<file path="src/rtl/frame_seq_pkg.sv">
package frame_seq_pkg;
  typedef enum logic [1:0] {
    ST_IDLE = 2'd0,
    ST_ACC0 = 2'd1,
    ST_ACC1 = 2'd2,
    ST_FIN  = 2'd3
  } seq_state_e;
endpackage

</file>
<file path="src/rtl/frame_seq_fsm.sv">
module frame_seq_fsm
  import frame_seq_pkg::*;
(
  input  logic clk_i,
  input  logic rst_ni,
  input  logic start_i,
  input  logic ready_i,
  output logic req_o,
  output logic sel1_o,
  output logic busy_o,
  output logic load_o,
  output logic cap0_o,
  output logic cap1_o,
  output logic done_o
);
  seq_state_e state_q, state_d;

  always_ff @(posedge clk_i or negedge rst_ni) begin
    if (!rst_ni) state_q <= ST_IDLE;
    else         state_q <= state_d;
  end

  always_comb begin
    state_d = state_q;
    unique case (state_q)
      ST_IDLE: if (start_i) state_d = ST_ACC0;
      ST_ACC0: if (ready_i) state_d = ST_ACC1;
      ST_ACC1: if (ready_i) state_d = ST_FIN;
      default: state_d = ST_IDLE;
    endcase
  end

  assign req_o  = (state_q == ST_ACC0) || (state_q == ST_ACC1);
  assign sel1_o = (state_q == ST_ACC1);
  assign busy_o = (state_q != ST_IDLE);
  assign load_o = (state_q == ST_IDLE) && start_i;
  assign cap0_o = (state_q == ST_ACC0) && ready_i;
  assign cap1_o = (state_q == ST_ACC1) && ready_i;
  assign done_o = (state_q == ST_FIN);

  assert_done_pulse_R8: assert property (@(posedge clk_i) disable iff (!rst_ni)
    done_o |=> !done_o);
  assert_done_after_accept_R8: assert property (@(posedge clk_i) disable iff (!rst_ni)
    cap1_o |=> done_o);
  assert_wait_holds_R7: assert property (@(posedge clk_i) disable iff (!rst_ni)
    (req_o && !ready_i) |=> (req_o && $stable(sel1_o)));
  assert_busy_no_restart_R9: assert property (@(posedge clk_i) disable iff (!rst_ni)
    (busy_o && !done_o && start_i) |=> busy_o);
endmodule

</file>
<file path="src/rtl/frame_seq_dp.sv">
module frame_seq_dp #(
  parameter int XLEN          = 32,
  parameter int WORD_BYTES    = 4,
  parameter int CHAIN_BYTES   = 8,
  parameter int INL_CALL_LEN  = 6,
  parameter int REG_CALL_LEN  = 2
) (
  input  logic            clk_i,
  input  logic            rst_ni,
  input  logic            load_i,
  input  logic            cap0_i,
  input  logic            cap1_i,
  input  logic            sel1_i,
  input  logic            req_i,
  input  logic            ready_i,
  input  logic            busy_i,
  input  logic            start_i,
  input  logic            is_ret_i,
  input  logic            via_reg_i,
  input  logic [XLEN-1:0] call_pc_i,
  input  logic [XLEN-1:0] target_i,
  input  logic [XLEN-1:0] fp_i,
  input  logic [XLEN-1:0] sp_i,
  input  logic [XLEN-1:0] rdata_i,
  output logic            we_o,
  output logic [XLEN-1:0] addr_o,
  output logic [XLEN-1:0] wdata_o,
  output logic [XLEN-1:0] fp_o,
  output logic [XLEN-1:0] sp_o,
  output logic [XLEN-1:0] pc_o
);
  localparam logic [XLEN-1:0] WORD_OFF  = XLEN'(WORD_BYTES);
  localparam logic [XLEN-1:0] CHAIN_OFF = XLEN'(CHAIN_BYTES);
  localparam logic [XLEN-1:0] FRAME_OFF = XLEN'(CHAIN_BYTES + WORD_BYTES);
  localparam logic [XLEN-1:0] INL_OFF   = XLEN'(INL_CALL_LEN);
  localparam logic [XLEN-1:0] REG_OFF   = XLEN'(REG_CALL_LEN);
  localparam int ALIGN_W = $clog2(WORD_BYTES);

  logic            ret_q;
  logic [XLEN-1:0] fp_q, sp_q, ra_q, tgt_q;

  always_ff @(posedge clk_i or negedge rst_ni) begin
    if (!rst_ni) begin
      ret_q <= 1'b0;
      fp_q  <= '0;
      sp_q  <= '0;
      ra_q  <= '0;
      tgt_q <= '0;
    end else if (load_i) begin
      ret_q <= is_ret_i;
      fp_q  <= fp_i;
      sp_q  <= sp_i;
      ra_q  <= call_pc_i + (via_reg_i ? REG_OFF : INL_OFF);
      tgt_q <= target_i;
    end
  end

  always_comb begin
    unique case ({ret_q, sel1_i})
      2'b00:   addr_o = sp_q - CHAIN_OFF;
      2'b01:   addr_o = sp_q - FRAME_OFF;
      2'b10:   addr_o = fp_q;
      default: addr_o = fp_q + WORD_OFF;
    endcase
  end

  assign we_o    = ~ret_q;
  assign wdata_o = sel1_i ? fp_q : ra_q;

  always_ff @(posedge clk_i or negedge rst_ni) begin
    if (!rst_ni) begin
      fp_o <= '0;
      sp_o <= '0;
      pc_o <= '0;
    end else if (cap0_i && ret_q) begin
      fp_o <= rdata_i;
    end else if (cap1_i) begin
      if (ret_q) begin
        pc_o <= rdata_i;
        sp_o <= fp_q + FRAME_OFF;
      end else begin
        fp_o <= sp_q - FRAME_OFF;
        sp_o <= sp_q - FRAME_OFF;
        pc_o <= tgt_q;
      end
    end
  end

  assert_addr_aligned_R10: assert property (@(posedge clk_i) disable iff (!rst_ni)
    req_i |-> (addr_o[ALIGN_W-1:0] == '0));
  assert_hold_access_R7: assert property (@(posedge clk_i) disable iff (!rst_ni)
    (req_i && !ready_i) |=> ($stable(addr_o) && $stable(we_o) && $stable(wdata_o)));
  assert_ignore_start_R9: assert property (@(posedge clk_i) disable iff (!rst_ni)
    (busy_i && start_i) |=> ($stable(fp_q) && $stable(sp_q) && $stable(ra_q) && $stable(ret_q)));
  assert_call_frame_R3: assert property (@(posedge clk_i) disable iff (!rst_ni)
    (cap1_i && !ret_q) |=> (fp_o == sp_o));
  assert_ret_sp_R6: assert property (@(posedge clk_i) disable iff (!rst_ni)
    (cap1_i && ret_q) |=> (sp_o == $past(addr_o) + CHAIN_OFF));
endmodule

</file>
<file path="src/rtl/frame_seq.sv">
module frame_seq #(
  parameter int XLEN         = 32,
  parameter int WORD_BYTES   = 4,
  parameter int CHAIN_BYTES  = 8,
  parameter int INL_CALL_LEN = 6,
  parameter int REG_CALL_LEN = 2
) (
  input  logic            clk_i,
  input  logic            rst_ni,
  input  logic            start_i,
  input  logic            is_ret_i,
  input  logic            via_reg_i,
  input  logic [XLEN-1:0] call_pc_i,
  input  logic [XLEN-1:0] target_i,
  input  logic [XLEN-1:0] fp_i,
  input  logic [XLEN-1:0] sp_i,
  output logic            mem_req_o,
  output logic            mem_we_o,
  output logic [XLEN-1:0] mem_addr_o,
  output logic [XLEN-1:0] mem_wdata_o,
  input  logic [XLEN-1:0] mem_rdata_i,
  input  logic            mem_ready_i,
  output logic            done_o,
  output logic [XLEN-1:0] fp_o,
  output logic [XLEN-1:0] sp_o,
  output logic [XLEN-1:0] pc_o
);
  logic sel1, busy, load, cap0, cap1;

  frame_seq_fsm u_fsm (
    .clk_i   (clk_i),
    .rst_ni  (rst_ni),
    .start_i (start_i),
    .ready_i (mem_ready_i),
    .req_o   (mem_req_o),
    .sel1_o  (sel1),
    .busy_o  (busy),
    .load_o  (load),
    .cap0_o  (cap0),
    .cap1_o  (cap1),
    .done_o  (done_o)
  );

  frame_seq_dp #(
    .XLEN         (XLEN),
    .WORD_BYTES   (WORD_BYTES),
    .CHAIN_BYTES  (CHAIN_BYTES),
    .INL_CALL_LEN (INL_CALL_LEN),
    .REG_CALL_LEN (REG_CALL_LEN)
  ) u_dp (
    .clk_i     (clk_i),
    .rst_ni    (rst_ni),
    .load_i    (load),
    .cap0_i    (cap0),
    .cap1_i    (cap1),
    .sel1_i    (sel1),
    .req_i     (mem_req_o),
    .ready_i   (mem_ready_i),
    .busy_i    (busy),
    .start_i   (start_i),
    .is_ret_i  (is_ret_i),
    .via_reg_i (via_reg_i),
    .call_pc_i (call_pc_i),
    .target_i  (target_i),
    .fp_i      (fp_i),
    .sp_i      (sp_i),
    .rdata_i   (mem_rdata_i),
    .we_o      (mem_we_o),
    .addr_o    (mem_addr_o),
    .wdata_o   (mem_wdata_o),
    .fp_o      (fp_o),
    .sp_o      (sp_o),
    .pc_o      (pc_o)
  );
endmodule

</file>
<file path="config.mk">
export PLATFORM = sky130hd
export DESIGN_NAME = frame_seq
export DESIGN_NICKNAME = d
export VERILOG_FILES = /design/src/rtl/frame_seq_pkg.sv /design/src/rtl/frame_seq_fsm.sv /design/src/rtl/frame_seq_dp.sv /design/src/rtl/frame_seq.sv
export SDC_FILE = /design/constraint.sdc
export NUM_CORES = 1
export LEC_CHECK = 0
export BUFFER_PORTS_ARGS = -buffer_cell sky130_fd_sc_hd__buf_2
export CORE_MARGIN = 4
export CORE_UTILIZATION = 39
export CTS_CLUSTER_SIZE = 16
export DETAILED_ROUTE_END_ITERATION = 16
export GPL_TIMING_DRIVEN = 1
export MAX_ROUTING_LAYER = met4
export PLACE_DENSITY_LB_ADDON = 0.12
export SLEW_MARGIN = 20
export SYNTH_ARGS = -nofsm -noshare
export SYNTH_HDL_FRONTEND = slang
export SYNTH_SLANG_ARGS = --single-unit
export TNS_END_PERCENT = 5
</file>
<file path="constraint.sdc">
create_clock -name clk_i -period 3.2 [get_ports clk_i]
set_input_delay 0.16 -clock clk_i [delete_from_list [all_inputs] [get_ports clk_i]]
set_output_delay 0.16 -clock clk_i [all_outputs]
set_load 0.005 [all_outputs]
</file>
==> metrics.md, run 1 <==
| Metric | Value |
|---|---|
| Final setup vio count | 0 |
| Area contributors post-synth | dfrtp_1, mux2_2, nand2_1 |
| Seq pwr share | 0.355 |
| Vias in the first global route | 11.1k |
| Die Ht | between 150 and 200 um |
| Top_reg_cell synth | dfrtp_1 |
| Most common cell after layout, fill and taps aside | buf_2 |
| #FFs+latches synth | ~230 |
| ANT nets after route | 0 |
| Crit path max-delay family | simple AND/OR/NAND/NOR gates |
| Arr. time, crit path | 2.95 ns |
| Relative slew margins | 0.378 |
| Synth top area share | 0.457 |
| First-pass GRT wire length | about 66,000 um |
| Cell variety after synth | 60 |
| YS warnings | 0 |
| Slowest Stage Delay on Critical Path | 0.60 ns |
| Antenna violations before repair | 0 |
| Ant. Diodes | 0 |
| Placed cells | 1,895 |
| Worst Setup Start Kind | flop |
| Worst path slowest cell | or4_4 |
| Cells after Synth | 1,228 |
| Clock buffer count from CTS | 26 |
| Fmax | around 320 MHz |
| Crit path cell chain | or4_4 > or4_4 > nor3_4 > nand2_1 > xor2_1 > o21ai_1 > buf_2 |
| Die footprint | 0.0348 mm^2 |
| Initial Utilization | 0.395 |
| Post-synth EDFFs | 0 |
| GRT Overall Usage | 0.244 |
| Slew Limit Fails | 0 |
| Clk buf depth | 3 |
| Vias/cell | 5.12 |
| Clock Skew | 0.0279 ns |
| DRT Wirelength | 42,300 um |
| Syn Area/Cell | 10.1 um^2 |
| Synth area leader | dfrtp_1 |
| FF-to-FF setup slack | between 0.4 and 0.5 ns |
| Die W | about 190 um |
| RSZ-0062 raised after global routing | true |
| Commonest non-fill, non-tap cells in the layout | buf_2, dfrtp_1, nand2_1 |
| Post-place setup slack | between 0.3 and 0.4 ns |
| Sw Ratio | 0.406 |
| Syn Nets | 1,405 |
| Sequential share of the synthesized area | 0.457 |
| Routability congestion estimate from global placement | about 0.93 |
| Leakage power | around 7.8 nW |
| Min-delay src | call_pc_i[5] |
| TritonRoute pass-1 iters | 5 |
| Mapped cell area | ~0.012 mm^2 |
| Routed WL per cell | around 20 um |
| P per Cell Area | 955 mW/mm^2 |
| DRC | 0 |
| Post-layout nets | 1,865 |
| Fraction of registers with async set/reset | 1.00 |
| Slew @ Worst Pin | 0.929 ns |
| P&R area growth vs syn | 37.3% |
| DR vias | ~11k |
| Count of non-filler cells in the finished layout | 2,107 |
| Port Buffers | 328 |
| Outcome | finished, final reports clean |
| Dpl cell area | 0.0145 mm^2 |
| Fin crit period | slightly above 3 ns |
| Design area | 0.0171 mm^2 |
| DR iter-0 viols | 552 |
| Critical path startpoint | u_dp.sp_q[16] |
| H-tree levels | 1 |
| Final worst slack | 0.0894 ns |
| Critical R2R Launch | u_dp.sp_q[16] |
| HPWL after DPL | 31,300 um |
| Later-pin clock latency in the skew report | between 0.5 and 0.6 ns |
| Req. time, crit path | 3.04 ns |
| Ports | 329 |
| Hold Vio Cnt, Final | 0 |
| CP dominant cell by count | or4_4 |
| Switching power | 6.61 mW |
| Layout cells sized above 1 | 0.339 |
| Final worst-path cycle share | 0.972 |
| CTS root buf | clkbuf_16 |
| WS Path Type | flop to primary output |
| Internal | 9.67 mW |
| Critical Path End Type | primary output |
| Core ar. | 0.0315 mm^2 |
| Share of power burned in the clock network | 0.179 |
| Buf/Inv on CP | 1 |
| Gr ovfl total | 0 |
| Crit-path max FO | 5 |
| TritonCTS clock tree | built |
| VDD IR max | 425 uV |
| Path category of the worst min-delay check | primary input to flop |
| Max capacitance violation total | 0 |
| CTS Sinks | 227 |
| Power share of the combinational group | 0.466 |
| FP Rows | 65 |
| Clock slew at reported path FFs | 0.06 ns |
| Largest net degree at the start of global routing | slightly above 90 |
-- synth_stat cells, drive strengths merged (2+ instances only) --
| cell | instances |
|---|---|
| a21o | 4 |
| a21oi | 15 |
| a221o | 24 |
| a22oi | 14 |
| and3 | 11 |
| and4 | 4 |
| buf | 18 |
| clkbuf | 74 |
| dfrtp | 227 |
| ha | 10 |
| inv | 10 |
| mux2 | 137 |
| mux2i | 44 |
| nand2 | 185 |
| nand2b | 2 |
| nand3 | 40 |
| nand4 | 24 |
| nor2 | 64 |
| nor2b | 5 |
| nor3 | 19 |
| nor3b | 2 |
| nor4 | 17 |
| nor4b | 2 |
| o211ai | 2 |
| o21ai | 99 |
| o22ai | 3 |
| o311ai | 2 |
| or2 | 5 |
| or3 | 7 |
| or3b | 2 |
| or4 | 3 |
| xnor2 | 65 |
| xor2 | 74 |
-- worst paths after layout --
kind	endpoint	depth (start not counted)
setup / recovery	mem_addr_o[22]	7
hold / removal	u_dp.ra_q[5]	3
setup reg to reg	u_dp.sp_o[28]	8
hold reg to reg	u_dp.fp_o[3]	2
max in group asynchronous	u_dp.ra_q[14]	3
min in group asynchronous	u_dp.tgt_q[4]	2
-- power groups by stage --
| stage | logic [mW] | clock network, mW | registers, mW |
|---|---|---|---|
| floorplan | 4.77 | 0 | 5.11 |
| global placement | 7.30 | 0 | 5.74 |
| detailed placement | 7.35 | 0 | 5.80 |
| CTS | 7.56 | 2.98 | 5.75 |
| global route | 8.34 | 3.10 | 5.99 |
| finish | 7.58 | 2.91 | 5.79 |
-- area by class of cell --
type	count	area [um^2]
clock buffer	38	767
multi-input combinational	899	6440
timing repair buffer	524	3560
tap	402	503
clock inverter	7	60.1
sequential	227	5690
fill	2877	14400
inverter	10	37.5
-- metrics by stage --
step                hold WS (ns)   util  TNS (ns)  power (mW)
global route              0.0331  0.542   -0.0771        17.4
finish                    0.0317  0.542         0        16.3
CTS                       0.0144  0.538   -0.0213        16.3
global placement           0.213  0.460         0        13.0
detailed placement         0.212  0.460         0        13.1
floorplan                 -0.136      -         0        9.88
-- tightest hold or removal path: cells and delay by family --
family / cells / cell delay, ns
XOR/XNOR: 1 / 0.14
buffers and inverters: 1 / 0.12
AO/OA/AOI/OAI: 1 / 0.07
-- per-layer routing --
layer | vias up | part of all wire | global-route usage
li1 | 5204 | - | -
met1 | 5147 | 0.46 | 0.330
met2 | 366 | 0.45 | 0.375
met3 | 65 | 0.068 | 0.0582
met4 | 0 | 0.024 | 0.0580
met5 | - | 0 | -
-- flip-flops by register name (all words and copies together), names as in the netlist --
name,cells
u_dp.fp_o,32
u_dp.fp_q,32
u_dp.pc_o,32
u_dp.ra_q,32
u_dp.ret_q,1
u_dp.sp_o,32
u_dp.sp_q,32
u_dp.tgt_q,32
u_fsm.state_q,2
-- what timing repair did --
item,4_1_cts,5_1_grt
endpoints found under the hold margin,268,0
hold buffers,159,0
setup buffers,0,8
endpoints found under the setup margin,11,20
resized for setup,10,9
pin swaps,1,2
-- logic make-up (layout without fill, tap and decap cells) --
| family | count (synthesis) | count (layout) | synth area share |
|---|---|---|---|
| XOR/XNOR | 139 | 139 | 0.0980 |
| AND/OR/NAND/NOR | 396 | 396 | 0.151 |
| buffers and inverters | 102 | 579 | 0.0326 |
| AO/OA/AOI/OAI | 171 | 171 | 0.0873 |
| flip-flops | 227 | 227 | 0.457 |
| adder cells (fa/ha/maj) | 11 | 11 | 0.0117 |
| multiplexers | 182 | 182 | 0.162 |
No activity file was read; power rests on OpenSTA's default activity.
==> run 2, diff against run 1 <==
ABC_CLOCK_PERIOD_IN_PS = 3200   (was default)
SYNTH_HIERARCHICAL = 1   (was default)
==> metrics.md, run 2 <==
| Metric | Value |
|---|---|
| Outcome | finished, final reports clean |
| Hold Path Cell Cnt | 3 |
| Vias/cell | roughly 5.2 |
| TritonRoute pass-1 iters | 5 |
| CTS Sinks | 227 |
| Hold endpoint | u_dp/ra_q[31] |
| Arr. time, crit path | 3.02 ns |
| Path category of the worst min-delay check | primary input to flop |
| Hold Vio Cnt, Final | 0 |
| Fin crit period | 3.18 ns |
| Clock Skew | roughly 0.007 ns |
| Count leader, synth | dfrtp_1 |
| Final worst-path cycle share | 0.994 |
| Clk buf depth | 3 |
| CTS root buf | clkbuf_16 |
| Area contributors post-synth | dfrtp_1, mux2_2, xnor2_1 |
| Top_reg_cell synth | dfrtp_1 |
| Die footprint | ~0.036 mm^2 |
| Layout cells sized above 1 | 0.322 |
| VDD IR max | about 490 uV |
| GR Util met1 | 0.357 |
| Relative slew margins | 0.406 |
| DR iter-0 viols | between 700 and 800 |
| Cell variety after synth | between 60 and 70 |
| Layout Utilization | 0.539 |
| HPWL after DPL | ~34,000 um |
| P per Cell Area | 956 mW/mm^2 |
| Fill count | 2,982 |
| Largest net degree at the start of global routing | 91 |
| Antenna violations before repair | 0 |
| Die W | 189 um |
| Req. time, crit path | 3.04 ns |
| Crit-path max FO | 7 |
| WS Path Type | flop to primary output |
| Fmax | 314 MHz |
| Critical Path End Type | primary output |
| Worst Reg-to-Reg Cells | 7 |
| Post-layout nets | approximately 2.0k |
| Initial Utilization | 0.394 |
| Crit path cell chain | or4_4 > or4b_4 > or3_1 > and3_4 > a211oi_4 > buf_2 |
| Final setup vio count | 0 |
| FF-to-FF setup slack | 0.61 ns |
| Crit path max-delay family | simple AND/OR/NAND/NOR gates |
| Later-pin clock latency in the skew report | 0.54 ns |
| Fraction of registers with async set/reset | 1.00 |
| First-pass GRT wire length | 70,900 um |
| Gr ovfl total | 0 |
| Synth top area share | 0.444 |
| Syn Area/Cell | 9.76 um^2 |
| Reg-to-reg endpoint | u_dp/sp_o[31] |
| DRT Wirelength | approximately 47,000 um |
| Commonest non-fill, non-tap cells in the layout | buf_2, dfrtp_1, dlygate4sd3_1 |
| Worst path slowest cell | or4b_4 |
| Routed WL per cell | 20.8 um |
| Slowest Stage Delay on Critical Path | around 0.56 ns |
| Min-delay src | call_pc_i[31] |
| Synth area leader | dfrtp_1 |
| ANT nets after route | 0 |
| RSZ-0062 raised after global routing | true |
| Vias in the first global route | 11.6k |
| TritonCTS clock tree | built |
| Mapped cell area | roughly 0.013 mm^2 |
| Sequential share of the synthesized area | 0.444 |
| Syn Nets | 1,490 |
| Post-synth EDFFs | 0 |
| Global-route met3 utilization | 0.0441 |
| Core ar. | 0.0325 mm^2 |
| Commonest cells in the synthesized netlist | dfrtp_1, nand2_1, mux2_2 |
| M2 GR Usage | 0.409 |
| Ports | 329 |
| Critical R2R Launch | u_dp/sp_q[4] |
| Max capacitance violation total | 0 |
| Buf/Inv on CP | 1 |
| P&R area growth vs syn | 36.7% |
| Most common cell after layout, fill and taps aside | buf_2 |
| Routability congestion estimate from global placement | 0.887 |
| Cells after Synth | 1,311 |
| DRC | 0 |
| Port Buffers | ~330 |
| Worst Setup Start Kind | flop |
| Setup TNS | 0 ns |
| YS warnings | 6 |
| Leakage power | roughly 7.5 nW |
| Clock slew at reported path FFs | 0.06 ns |
| FP Rows | 66 |
| Die Ht | 189 um |
| H-tree levels | 1 |
| DR vias | 11.7k |
| #FFs+latches synth | 227 |
| Slew @ Worst Pin | 0.887 ns |
| Ant. Diodes | 0 |
| Slew Limit Fails | 0 |
| Clock buffer count from CTS | 26 |
| Total power | 16.7 mW |
| GRT Overall Usage | 0.260 |
| Top Usage Layer GRT | met2 |
[run 2: cell types whose count changed after synthesis, sizes merged, moves of 8 or more]
cell / before / now
a211oi: 1 / 10
a21oi: 15 / 49
a221o: 24 / 8
buf: 18 / 27
inv: 10 / 18
mux2i: 44 / 61
nand2: 185 / 141
nor2: 64 / 90
nor3: 19 / 46
nor4: 17 / 40
xor2: 74 / 47
[run 2: where the power goes]
group | leakage (nW) | switching, mW | internal (mW)
clock network | 0.377 | 1.21 | 1.57
registers | 2.70 | 1.58 | 4.30
logic | 4.45 | 4.22 | 3.84
total | 7.53 | 7.02 | 9.72
[run 2: kinds of logic (layout without fill, tap and decap cells)]
| family | after synthesis | count (layout) | synth area share |
|---|---|---|---|
| AO/OA/AOI/OAI | 212 | 212 | 0.0983 |
| XOR/XNOR | 119 | 119 | 0.0814 |
| multiplexers | 193 | 193 | 0.165 |
| flip-flops | 227 | 227 | 0.444 |
| AND/OR/NAND/NOR | 427 | 427 | 0.162 |
| buffers and inverters | 120 | 603 | 0.0367 |
| adder cells (fa/ha/maj) | 13 | 13 | 0.0133 |
[run 2: area by class of cell]
class	instances	area, um^2	share of cell area
Multi-Input combinational cell	964	6720	0.384
Clock buffer	39	729	0.0417
Sequential cell	227	5690	0.325
Tap cell	442	553	0.0316
Clock inverter	6	51.3	0.00293
Inverter	18	67.6	0.00386
Timing Repair Buffer	540	3700	0.211
[run 2: worst min-delay path: stages]
cell	delay (ns)
buf_2	0.08
xnor2_1	0.19
a21oi_1	0.09
[run 2: layer usage]
metal | part of all wire | vias to the layer above | wire length, um
met2 | 0.45 | 431 | 21100
met4 | 0.024 | 0 | 1120
met5 | 0 | - | 0
met1 | 0.46 | 5621 | 21300
li1 | - | 5570 | -
met3 | 0.063 | 63 | 2940
[run 2: through the flow]
| stage | cell area, um^2 | hold WS (ns) | setup slack [ns] | std cells |
|---|---|---|---|---|
| floorplan | 12800 | -0.136 | 0.855 | 1311 |
| global placement | 15000 | 0.244 | 0.483 | 2028 |
| detailed placement | 15000 | 0.241 | 0.459 | 2028 |
| CTS | 17400 | 0.0167 | -0.0590 | 2235 |
| global route | 17500 | 0.0257 | -0.0441 | 2236 |
| finish | 17500 | 0.0311 | 0.0188 | 2236 |
[run 2: worst max-delay path by stage]
stage                  startpoint        endpoint  slack [ns]  cells after the start
floorplan           u_dp/sp_q[18]  mem_addr_o[21]        0.86                      6
global placement     u_dp/sp_q[4]   u_dp/sp_o[31]        0.48                      7
detailed placement   u_dp/sp_q[4]   u_dp/sp_o[31]        0.46                      7
CTS                  u_dp/sp_q[4]  mem_addr_o[21]       -0.06                      8
global route        u_dp/sp_q[16]  mem_addr_o[21]       -0.04                      6
finish              u_dp/sp_q[17]  mem_addr_o[21]        0.02                      6
[run 2: what timing repair did]
action                                  4_1_cts  5_1_grt
resized for setup                             1       13
gates cloned                                  0        0
hold endpoints to repair                    279        0
endpoints found under the setup margin        2        8
hold buffers                                162        0
buffers inserted                              0        1
